===== src/rtl/cfg_chan_pkg.sv =====
package cfg_chan_pkg;
  localparam int unsigned DATA_W = 32;
  localparam int unsigned DEV_W  = 12;
  localparam int unsigned FN_W   = 6;

  typedef enum logic [1:0] {
    REG_DOUT = 2'd0,
    REG_DRTN = 2'd1,
    REG_CTRL = 2'd2,
    REG_STAT = 2'd3
  } reg_sel_e;

  // bits kept on a control write: direction, function, device
  localparam logic [DATA_W-1:0] CTRL_KEEP = 32'h43F0_0FFF;
  localparam logic [DATA_W-1:0] CTRL_RST  = 32'h0010_0000;
  localparam logic [FN_W-1:0]   FN_OSC    = 6'd1;

  typedef struct packed {
    logic             wr;
    logic [FN_W-1:0]  fn;
    logic [DEV_W-1:0] dev;
  } cmd_t;

  function automatic cmd_t ctrl_to_cmd(logic [DATA_W-1:0] w);
    cmd_t c;
    c.wr  = w[30];
    c.fn  = w[25:20];
    c.dev = w[11:0];
    return c;
  endfunction
endpackage


===== src/rtl/cfg_osc_bank.sv =====
module cfg_osc_bank
  import cfg_chan_pkg::*;
#(
  parameter int unsigned NUM_OSC = 4,
  parameter logic [NUM_OSC*DATA_W-1:0] OSC_RST = '0
) (
  input  logic              clk_i,
  input  logic              rst_ni,
  input  logic [DEV_W-1:0]  dev_i,
  input  logic              we_i,
  input  logic [DATA_W-1:0] wdata_i,
  output logic [DATA_W-1:0] rdata_o,
  output logic              idx_ok_o
);
  localparam logic [DEV_W-1:0] NUM_DEV = DEV_W'(NUM_OSC);

  logic [DATA_W-1:0]  osc_q [NUM_OSC];
  logic [NUM_OSC-1:0] hit;

  for (genvar g = 0; g < NUM_OSC; g++) begin : g_hit
    assign hit[g] = (dev_i == DEV_W'(g));
  end

  assign idx_ok_o = dev_i < NUM_DEV;

  always_ff @(posedge clk_i or negedge rst_ni) begin
    if (!rst_ni) begin
      for (int i = 0; i < NUM_OSC; i++) osc_q[i] <= OSC_RST[i*DATA_W +: DATA_W];
    end else if (we_i) begin
      for (int i = 0; i < NUM_OSC; i++) if (hit[i]) osc_q[i] <= wdata_i;
    end
  end

  always_comb begin
    rdata_o = '0;
    for (int i = 0; i < NUM_OSC; i++) if (hit[i]) rdata_o = osc_q[i];
  end
endmodule


===== src/rtl/cfg_cmd_seq.sv =====
module cfg_cmd_seq
  import cfg_chan_pkg::*;
(
  input  logic              clk_i,
  input  logic              rst_ni,
  input  logic              ctrl_we_i,
  input  logic [DATA_W-1:0] ctrl_wdata_i,
  input  logic              idx_ok_i,
  output logic [DATA_W-1:0] ctrl_o,
  output cmd_t              cmd_o,
  output logic              pend_o,
  output logic              commit_ok_o,
  output logic              done_o,
  output logic              err_o
);
  logic [DATA_W-1:0] ctrl_q;
  cmd_t              cmd_q;
  logic              pend_q, done_q, err_q;
  logic              cmd_ok;

  assign cmd_ok = (cmd_q.fn == FN_OSC) && idx_ok_i;
  // a new control write abandons the pending command
  assign commit_ok_o = pend_q && !ctrl_we_i && cmd_ok;

  always_ff @(posedge clk_i or negedge rst_ni) begin
    if (!rst_ni) begin
      ctrl_q <= CTRL_RST;
      cmd_q  <= ctrl_to_cmd(CTRL_RST);
      pend_q <= 1'b0;
      done_q <= 1'b0;
      err_q  <= 1'b0;
    end else if (ctrl_we_i) begin
      ctrl_q <= ctrl_wdata_i & CTRL_KEEP;
      cmd_q  <= ctrl_to_cmd(ctrl_wdata_i);
      pend_q <= ctrl_wdata_i[31];
      done_q <= 1'b0;
      err_q  <= 1'b0;
    end else if (pend_q) begin
      pend_q <= 1'b0;
      done_q <= 1'b1;
      err_q  <= !cmd_ok;
    end
  end

  assign ctrl_o = ctrl_q;
  assign cmd_o  = cmd_q;
  assign pend_o = pend_q;
  assign done_o = done_q;
  assign err_o  = err_q;
endmodule


===== src/rtl/cfg_chan_ctrl.sv =====
module cfg_chan_ctrl
  import cfg_chan_pkg::*;
#(
  parameter int unsigned NUM_OSC = 4,
  parameter logic [NUM_OSC*DATA_W-1:0] OSC_RST = {32'h0BEB_C200, 32'h017D_7840,
                                                  32'h02FA_F080, 32'h05F5_E100},
  parameter int unsigned ADDR_W = 4
) (
  input  logic              clk_i,
  input  logic              rst_ni,
  input  logic              wr_en_i,
  input  logic [ADDR_W-1:0] addr_i,
  input  logic [31:0]       wdata_i,
  output logic [31:0]       rdata_o
);
  reg_sel_e          sel;
  logic              ctrl_we, pend, commit_ok, done, err, idx_ok;
  logic [DATA_W-1:0] ctrl_q, dout_q, drtn_q, bank_rdata;
  cmd_t              cmd;

  assign sel     = reg_sel_e'(addr_i[3:2]);
  assign ctrl_we = wr_en_i && (sel == REG_CTRL);

  cfg_cmd_seq i_seq (
    .clk_i        (clk_i),
    .rst_ni       (rst_ni),
    .ctrl_we_i    (ctrl_we),
    .ctrl_wdata_i (wdata_i),
    .idx_ok_i     (idx_ok),
    .ctrl_o       (ctrl_q),
    .cmd_o        (cmd),
    .pend_o       (pend),
    .commit_ok_o  (commit_ok),
    .done_o       (done),
    .err_o        (err)
  );

  cfg_osc_bank #(
    .NUM_OSC (NUM_OSC),
    .OSC_RST (OSC_RST)
  ) i_bank (
    .clk_i    (clk_i),
    .rst_ni   (rst_ni),
    .dev_i    (cmd.dev),
    .we_i     (commit_ok && cmd.wr),
    .wdata_i  (dout_q),
    .rdata_o  (bank_rdata),
    .idx_ok_o (idx_ok)
  );

  always_ff @(posedge clk_i or negedge rst_ni) begin
    if (!rst_ni) begin
      dout_q <= '0;
      drtn_q <= '0;
    end else begin
      if (wr_en_i && sel == REG_DOUT) dout_q <= wdata_i;
      if (commit_ok && !cmd.wr)       drtn_q <= bank_rdata;
    end
  end

  always_comb begin
    unique case (sel)
      REG_DOUT: rdata_o = dout_q;
      REG_DRTN: rdata_o = drtn_q;
      REG_CTRL: rdata_o = ctrl_q;
      REG_STAT: rdata_o = {30'b0, err, done};
      default:  rdata_o = '0;
    endcase
  end
endmodule


===== config.mk =====
export PLATFORM = sky130hd
export DESIGN_NAME = cfg_chan_ctrl
export DESIGN_NICKNAME = d
export VERILOG_FILES = /design/src/rtl/cfg_chan_pkg.sv /design/src/rtl/cfg_osc_bank.sv /design/src/rtl/cfg_cmd_seq.sv /design/src/rtl/cfg_chan_ctrl.sv
export SDC_FILE = /design/constraint.sdc
export NUM_CORES = 1
export LEC_CHECK = 0
export ABC_CLOCK_PERIOD_IN_PS = 7250
export BUFFER_PORTS_ARGS = -buffer_cell sky130_fd_sc_hd__buf_2
export CAP_MARGIN = 30
export CORE_MARGIN = 8
export CORE_UTILIZATION = 45
export CTS_BUF_LIST = sky130_fd_sc_hd__clkbuf_4 sky130_fd_sc_hd__clkbuf_8
export CTS_CLUSTER_SIZE = 10
export DETAILED_ROUTE_END_ITERATION = 8
export GPL_TIMING_DRIVEN = 1
export PLACE_DENSITY = 0.59
export SLEW_MARGIN = 5
export SYNTH_ARGS = -nofsm -noshare
export SYNTH_HDL_FRONTEND = slang
export SYNTH_SLANG_ARGS = --single-unit
export TNS_END_PERCENT = 30

===== constraint.sdc =====
create_clock -name clk_i -period 7.25 [get_ports clk_i]
set_clock_uncertainty 0.15 [all_clocks]
set_input_delay 0.725 -clock clk_i [delete_from_list [all_inputs] [get_ports clk_i]]
set_output_delay 0.725 -clock clk_i [all_outputs]
set_load 0.1 [all_outputs]

==> impl_metrics.yaml, run 1 <==
layout:
  areaGrowthSynthToFinish_pct: 14.29
  drive_above_1_share_pct: 61.49
  diodes: 0
  nets: 762
  mostFrequentLayoutCells: "181 x mux2_2, 163 x dfrtp_1, 67 x buf_2, 49 x dfstp_2, 48 x clkbuf_8"
  post-route-util_pct: 52.08
  final_common_cell: "mux2_2"
floorplanning:
  fp.dieH_um: 164.4
  num_rows: 54
  core_area_um2: 21760
  boundaryPins: 71
  initial_core_util_pct: 45.57
  die_area_um2: 27040
  dieWidth_um: 164.4
placed_design:
  hpwl_mm: 13.89
  routabilityCongestion: 0.7155
  port_buffers: 68
timing:
  rsz0062_at_grt: "no"
  period_share_pct: 53.42
  maxSlewViolCount: 0
  hold_violations: 0
  fin_crit_ns: 3.873
  fmax_ghz: 0.2582
  tns_ns: 0
  max-slew-margin-rel_pct: 37.07
  final-setup-viol-count: 0
  tightest_slew_ns: 0.9400
power:
  power.internal_w: 0.002065
  power.density_nw_per_um2: 256.6
  worst_ir_drop_vdd_v: 0.0001472
  p_leak_nw: 5.217
  seqPwrFrac_pct: 46.3
  switching_share_pct: 28.96
  comb_power_share_pct: 13.4
  p_clk_share_pct: 40.3
  switching_power_w: 0.0008418
logic_synthesis:
  synth_xor_area_share_pct: 0
  yosys.area_share.simple_pct: 5.819
  netlist_instances: 637
  seq_area_frac_synth_pct: 54.64
  muxShareOfSynthArea_pct: 35.86
  synth_top_family_by_area: "multiplexers"
  ys_ff_latch: 214
  yosys_warnings: 0
  syn-num-nets: 676
  netlist_area_um2: 9913
  synth_compound_area_share_pct: 0.9845
  synthAdderAreaFrac_pct: 0
  avgSynthCellArea_um2: 15.56
  synth.distinct_cells: 27
critical_path:
  cp_cell_sequence: "buf_2 -> buf_4 -> nor2b_1 -> buf_4 -> nand2_1 -> o21ai_0 -> buf_2"
  required_ns: 6.38
  arrival_ns: 3.00
  crit_slowest_cell: "nor2b_1"
  end_kind: "output port"
  path_buf_inv: 4
  reg2reg_depth: 5
  rrSetupSlack_ns: 3.55
  slowest_delay_ns: 0.52
  crit_family: "buffers and inverters"
  rr_startpoint: "i_seq.cmd_o[3]"
  start_kind: "primary input"
  cp_max_fo: 19
  timing.rr.end: "i_bank.osc_q[0]"
  crit_type: "in2out"
flow_run:
  maxCapViolCount: 0
clocking:
  cts_tree: "done"
  post_cts_resized: 0
  cts_buffer_depth: 3
  clock_latency_ns: 0.53
  holdBufCountCts: 0
  root_buffer: "clkbuf_8"
  numClockSinks: 214
  clk_pin_slew_worst_paths_ns: 0.06
  post_cts_buffers: 0
  h-tree-depth: 2
  cts_buffers: 38
hold_path:
  hold_path.class: "in2async"
detailed_routing:
  drt-total-wl_mm: 22.86
  num_vias: 5597
  routed_via_density: 5.418
  drtPass1Iterations: 4
  drtIter0Drc: 210
  drt-wirelength-per-cell_um: 22.13
  ant_nets: 0
  drc: 0
status:
  status: "finished, final reports clean"
global_routing:
  track_usage_pct: 17.44
  grt_pass1_wl_mm: 36.26
  grt_max_degree: 91
  grt_pass1_vias: 6293
  grt-ovfl-total: 0
  antenna_found_initial: 0
-- metrics by stage --
stage	std cells	area (um^2)	power, W	hold slack [ns]	setup slack [ns]
after floorplan	637	9913	0.001630	0.2794	2.767
after global placement	961	10480	0.001747	0.3328	2.896
after detailed placement	962	10500	0.001759	0.3333	2.867
after CTS	1032	11310	0.002949	0.1169	3.327
after global routing	1033	11330	0.003036	0.1358	3.214
final	1033	11330	0.002907	0.07780	3.377
-- area by class of cell --
type / count / area, um^2
fillers: 1860 / 10430
flip-flops and latches: 214 / 5419
multi-input cells: 381 / 4234
clock buffers: 68 / 804.5
repair buffers: 87 / 508.0
well taps: 280 / 350.3
clock inverters: 2 / 10.01
inverters: 1 / 3.754
-- metal layers --
layer  GRT usage (%)  wire (um)  up-vias
li1                -          -     2486
met1           23.28      10520     2955
met2           28.13      10910      114
met3           3.415        940       42
met4           5.938        493        0
met5               0          0        -
-- state kept, by name, summed over array words and instances, names as in the netlist --
register and flops:
dout_q 32, drtn_q 32, i_bank.osc_q 128, i_seq.cmd_o 17, i_seq.ctrl_o 2, i_seq.done_o 1
i_seq.err_o 1, i_seq.pend_o 1
-- how the worst max path moves through the flow --
| stage | startpoint | end | slack [ns] | cells past startpoint |
|---|---|---|---|---|
| after floorplan | addr_i[2] | rdata_o[10] | 2.77 | 4 |
| after global placement | addr_i[2] | i_bank.osc_q[0] | 2.90 | 7 |
| after detailed placement | addr_i[2] | i_bank.osc_q[0] | 2.87 | 7 |
| after CTS | addr_i[2] | rdata_o[10] | 3.33 | 7 |
| after global routing | addr_i[2] | rdata_o[10] | 3.21 | 7 |
| final | addr_i[2] | rdata_o[11] | 3.38 | 7 |
-- cells by family after synthesis --
logic type,after synthesis
AO/OA/AOI/OAI,19
buffers and inverters,42
flip-flops,214
multiplexers,275
AND/OR/NAND/NOR,87
-- power by group through the flow --
stage | sequential (W) | combinational, W | clock, W
6_report | 0.00135 | 0.000390 | 0.00117
3_3_place_gp | 0.00136 | 0.000389 | 0
5_1_grt | 0.00136 | 0.000413 | 0.00127
3_5_place_dp | 0.00137 | 0.000394 | 0
4_1_cts | 0.00135 | 0.000395 | 0.00121
2_1_floorplan | 0.00132 | 0.000308 | 0
-- synth_stat cells --
cell type	n	area share, %
and3_1	1	0.063
clkbuf_1	18	0.68
mux2i_1	30	3.0
nand3_1	2	0.10
buf_8	3	0.45
nand2_1	19	0.72
buf_6	9	1.0
nand3b_1	1	0.076
buf_1	4	0.15
nor4_1	1	0.063
mux2_2	181	21
nor4b_4	2	0.48
mux2_4	30	4.5
mux4_2	34	7.7
nand2_2	1	0.063
nor2_1	18	0.68
nor3b_1	1	0.076
inv_1	1	0.038
o21a_1	1	0.076
dfrtp_1	165	42
nand2b_1	2	0.13
o21ai_0	18	0.91
dfstp_2	49	13
nand4_4	1	0.21
nor2b_1	33	2.1
buf_2	7	0.35
nor4_4	5	1.1
-- worst register-to-register path, cell delays in order, from the launching register on --
cell	delay, ns
dfrtp_1	0.41
nor4_1	0.79
nand2_2	0.34
nor4_4	0.84
buf_4	0.64
mux2_2	0.42
No activity file was read; power rests on OpenSTA's default activity.
==> inputs of run 2 (changes only) <==
Settings changed: ABC_AREA set to 1, ABC_CLOCK_PERIOD_IN_PS 7250 to 3800.
Clock period 7.25 ns to 3.8 ns, I/O delays scaled along.
==> impl_metrics.yaml, run 2 <==
floorplanning:
  initial_core_util_pct: 45.88
  core_area_um2: 21090
  fp.dieH_um: 162.6
  boundaryPins: 71
  die_area_um2: 26450
  dieWidth_um: 162.6
  num_rows: 53
clocking:
  h-tree-depth: 2
  clk_pin_slew_worst_paths_ns: 0.07
  root_buffer: "clkbuf_8"
  cts_buffer_depth: 3
  cts_buffers: 39
  numClockSinks: 214
  cts_tree: "done"
  post_cts_resized: 0
  clock_latency_ns: 0.54
critical_path:
  crit_family: "buffers and inverters"
  crit_type: "in2out"
  slowest_delay_ns: 0.47
  required_ns: 3.27
  path_buf_inv: 4
  arrival_ns: 2.26
  cp_cell_sequence: "buf_2 -> inv_1 -> nor2_2 -> buf_4 -> nand2_1 -> o2111ai_1 -> buf_2"
  start_kind: "primary input"
  cp_max_fo: 22
  crit_slowest_cell: "buf_2"
  cpMostUsedCell: "buf_2"
  end_kind: "output port"
power:
  power.density_nw_per_um2: 493.2
  switching_power_w: 0.001662
  worst_ir_drop_vdd_v: 0.0003681
  power.internal_w: 0.004009
  p_leak_nw: 5.954
  seqPwrFrac_pct: 44.7
  p_clk_share_pct: 43.1
  switching_share_pct: 29.31
  comb_power_share_pct: 12.2
layout:
  finalInstanceArea_um2: 11500
  mostFrequentLayoutCells: "571 x nand2_1, 165 x dfrtp_1, 160 x nand3_1, 67 x buf_2, 50 x clkbuf_8"
  multi_input_comb_area_um2: 3827
  drive_above_1_share_pct: 18.23
  reg.largest.list: "i_bank.osc_q x128, dout_q x32, drtn_q x32"
  areaGrowthSynthToFinish_pct: 18.84
  fillerInstances: 1975
  largest_reg_flops: 128
  seqCellArea_um2: 5416
  nets: 1319
  diodes: 0
  final_common_cell: "nand2_1"
  max_flop_register: "i_bank.osc_q"
detailed_routing:
  num_vias: 8184
  drc: 0
  ant_nets: 0
  drtIter0Drc: 588
  drt-wirelength-per-cell_um: 17.41
  drtPass1Iterations: 5
  routed_via_density: 5.160
  drt-total-wl_mm: 27.62
logic_synthesis:
  yosys_warnings: 0
  seq_area_frac_synth_pct: 55.99
  syn-num-nets: 1231
  ys.flop_type: "dfrtp_1"
  synth_top_cell_by_area: "dfrtp_1"
  synth_commonest_cells: "572 x nand2_1, 165 x dfrtp_1, 160 x nand3_1"
  synth-edff-count: 0
  ys_ff_latch: 214
  synth.most_common_cell: "nand2_1"
  synthArstFlopShare_pct: 100.0
  synth.distinct_cells: 20
  netlist_instances: 1192
  avgSynthCellArea_um2: 8.116
  yosys-top-cells-area: "dfrtp_1 43%, nand2_1 22%, dfstp_2 13%"
  synth_top_cell_area_share_pct: 42.68
  netlist_area_um2: 9674
timing:
  tns_ns: 0
  maxSlewViolCount: 0
  hold_violations: 0
  period_share_pct: 73.34
  tightest_slew_ns: 0.7479
  fin_crit_ns: 2.787
  rsz0062_at_grt: "no"
  max-slew-margin-rel_pct: 49.96
  fin_hold_ws_ns: 0.3044
  fmax_ghz: 0.3588
  final-setup-viol-count: 0
placed_design:
  dpl_cell_area_um2: 10270
  port_buffers: 68
  routabilityCongestion: 0.8398
  hpwl_mm: 15.51
global_routing:
  antenna_found_initial: 0
  grt-ovfl-total: 0
  grt_pass1_wl_mm: 44.98
  grt_pass1_vias: 8201
  grt_max_degree: 129
  track_usage_pct: 21.37
flow_run:
  maxCapViolCount: 0
status:
  status: "finished, final reports clean"
hold_path:
  hold_path.class: "in2async"
[run 2: changes by cell type in the layout (fill, tap and decap cells not counted), sizes merged, moves of 30 or more]
cell	previous run	this run
dlygate4sd3	0	33
inv	1	38
mux4	34	0
nand4	1	33
nor2b	33	0
mux2i	30	0
mux2	211	13
nand2	20	572
nand3	2	160
[run 2: layer usage]
layer	GRT usage [%]	vias to the layer above	wire, um
met5	0	-	0
met4	5.588	0	403
met3	4.853	33	1891
met2	32.27	249	12140
met1	30.49	3890	13180
li1	-	4012	-
[run 2: final cells by class]
| type | count | area share [%] |
|---|---|---|
| Clock buffer | 65 | 6.965 |
| Clock inverter | 7 | 0.8162 |
| Inverter | 37 | 1.208 |
| Multi-Input combinational cell | 866 | 33.29 |
| Sequential cell | 214 | 47.11 |
| Tap cell | 275 | 2.993 |
| Timing Repair Buffer | 122 | 7.618 |
[run 2: worst paths after layout]
path / from / endpoint / slack [ns] / cells after the start
min in group clk_i: i_bank.osc_q[50] / i_bank.osc_q[50] / 0.31 / 2
worst min-delay path: rst_ni / i_bank.osc_q[37] / 0.30 / 2
max in group asynchronous: rst_ni / i_bank.osc_q[83] / 2.27 / 3
worst min register to register: i_bank.osc_q[50] / i_bank.osc_q[50] / 0.31 / 2
worst max register to register: i_seq.cmd_o[4] / i_bank.osc_q[112] / 1.43 / 8
worst max-delay path: addr_i[2] / rdata_o[1] / 1.01 / 7
[run 2: per-stage QoR]
stage	total power (W)	worst slack, ns	std cells	utilization, %
after floorplan	0.002996	1.039	1192	-
after global placement	0.003237	1.002	1481	48.71
after detailed placement	0.003240	1.006	1481	48.71
after CTS	0.005722	1.003	1586	54.52
after global routing	0.005903	0.8322	1586	54.52
final	0.005671	1.013	1586	54.52
[run 2: cells by family (layout without fill, tap and decap cells)]
| logic type | after synthesis | count (layout) | share of synthesized area [%] |
|---|---|---|---|
| simple gates | 791 | 791 | 33.83 |
| flops | 214 | 214 | 55.99 |
| buf+inv | 112 | 231 | 4.708 |
| compound gates | 62 | 62 | 3.958 |
| mux | 13 | 13 | 1.513 |
[run 2: power groups by stage]
stage | Clock [W] | Combinational [W] | Sequential, W
after floorplan | 0 | 0.000491 | 0.00250
after global placement | 0 | 0.000667 | 0.00257
after detailed placement | 0 | 0.000670 | 0.00257
after CTS | 0.00249 | 0.000696 | 0.00253
after global routing | 0.00260 | 0.000747 | 0.00255
final | 0.00244 | 0.000692 | 0.00253
[run 2: timing repair]
action,4_1_cts,5_1_grt
buffers inserted,0,0
hold buffers,33,0
hold endpoints to repair,132,0
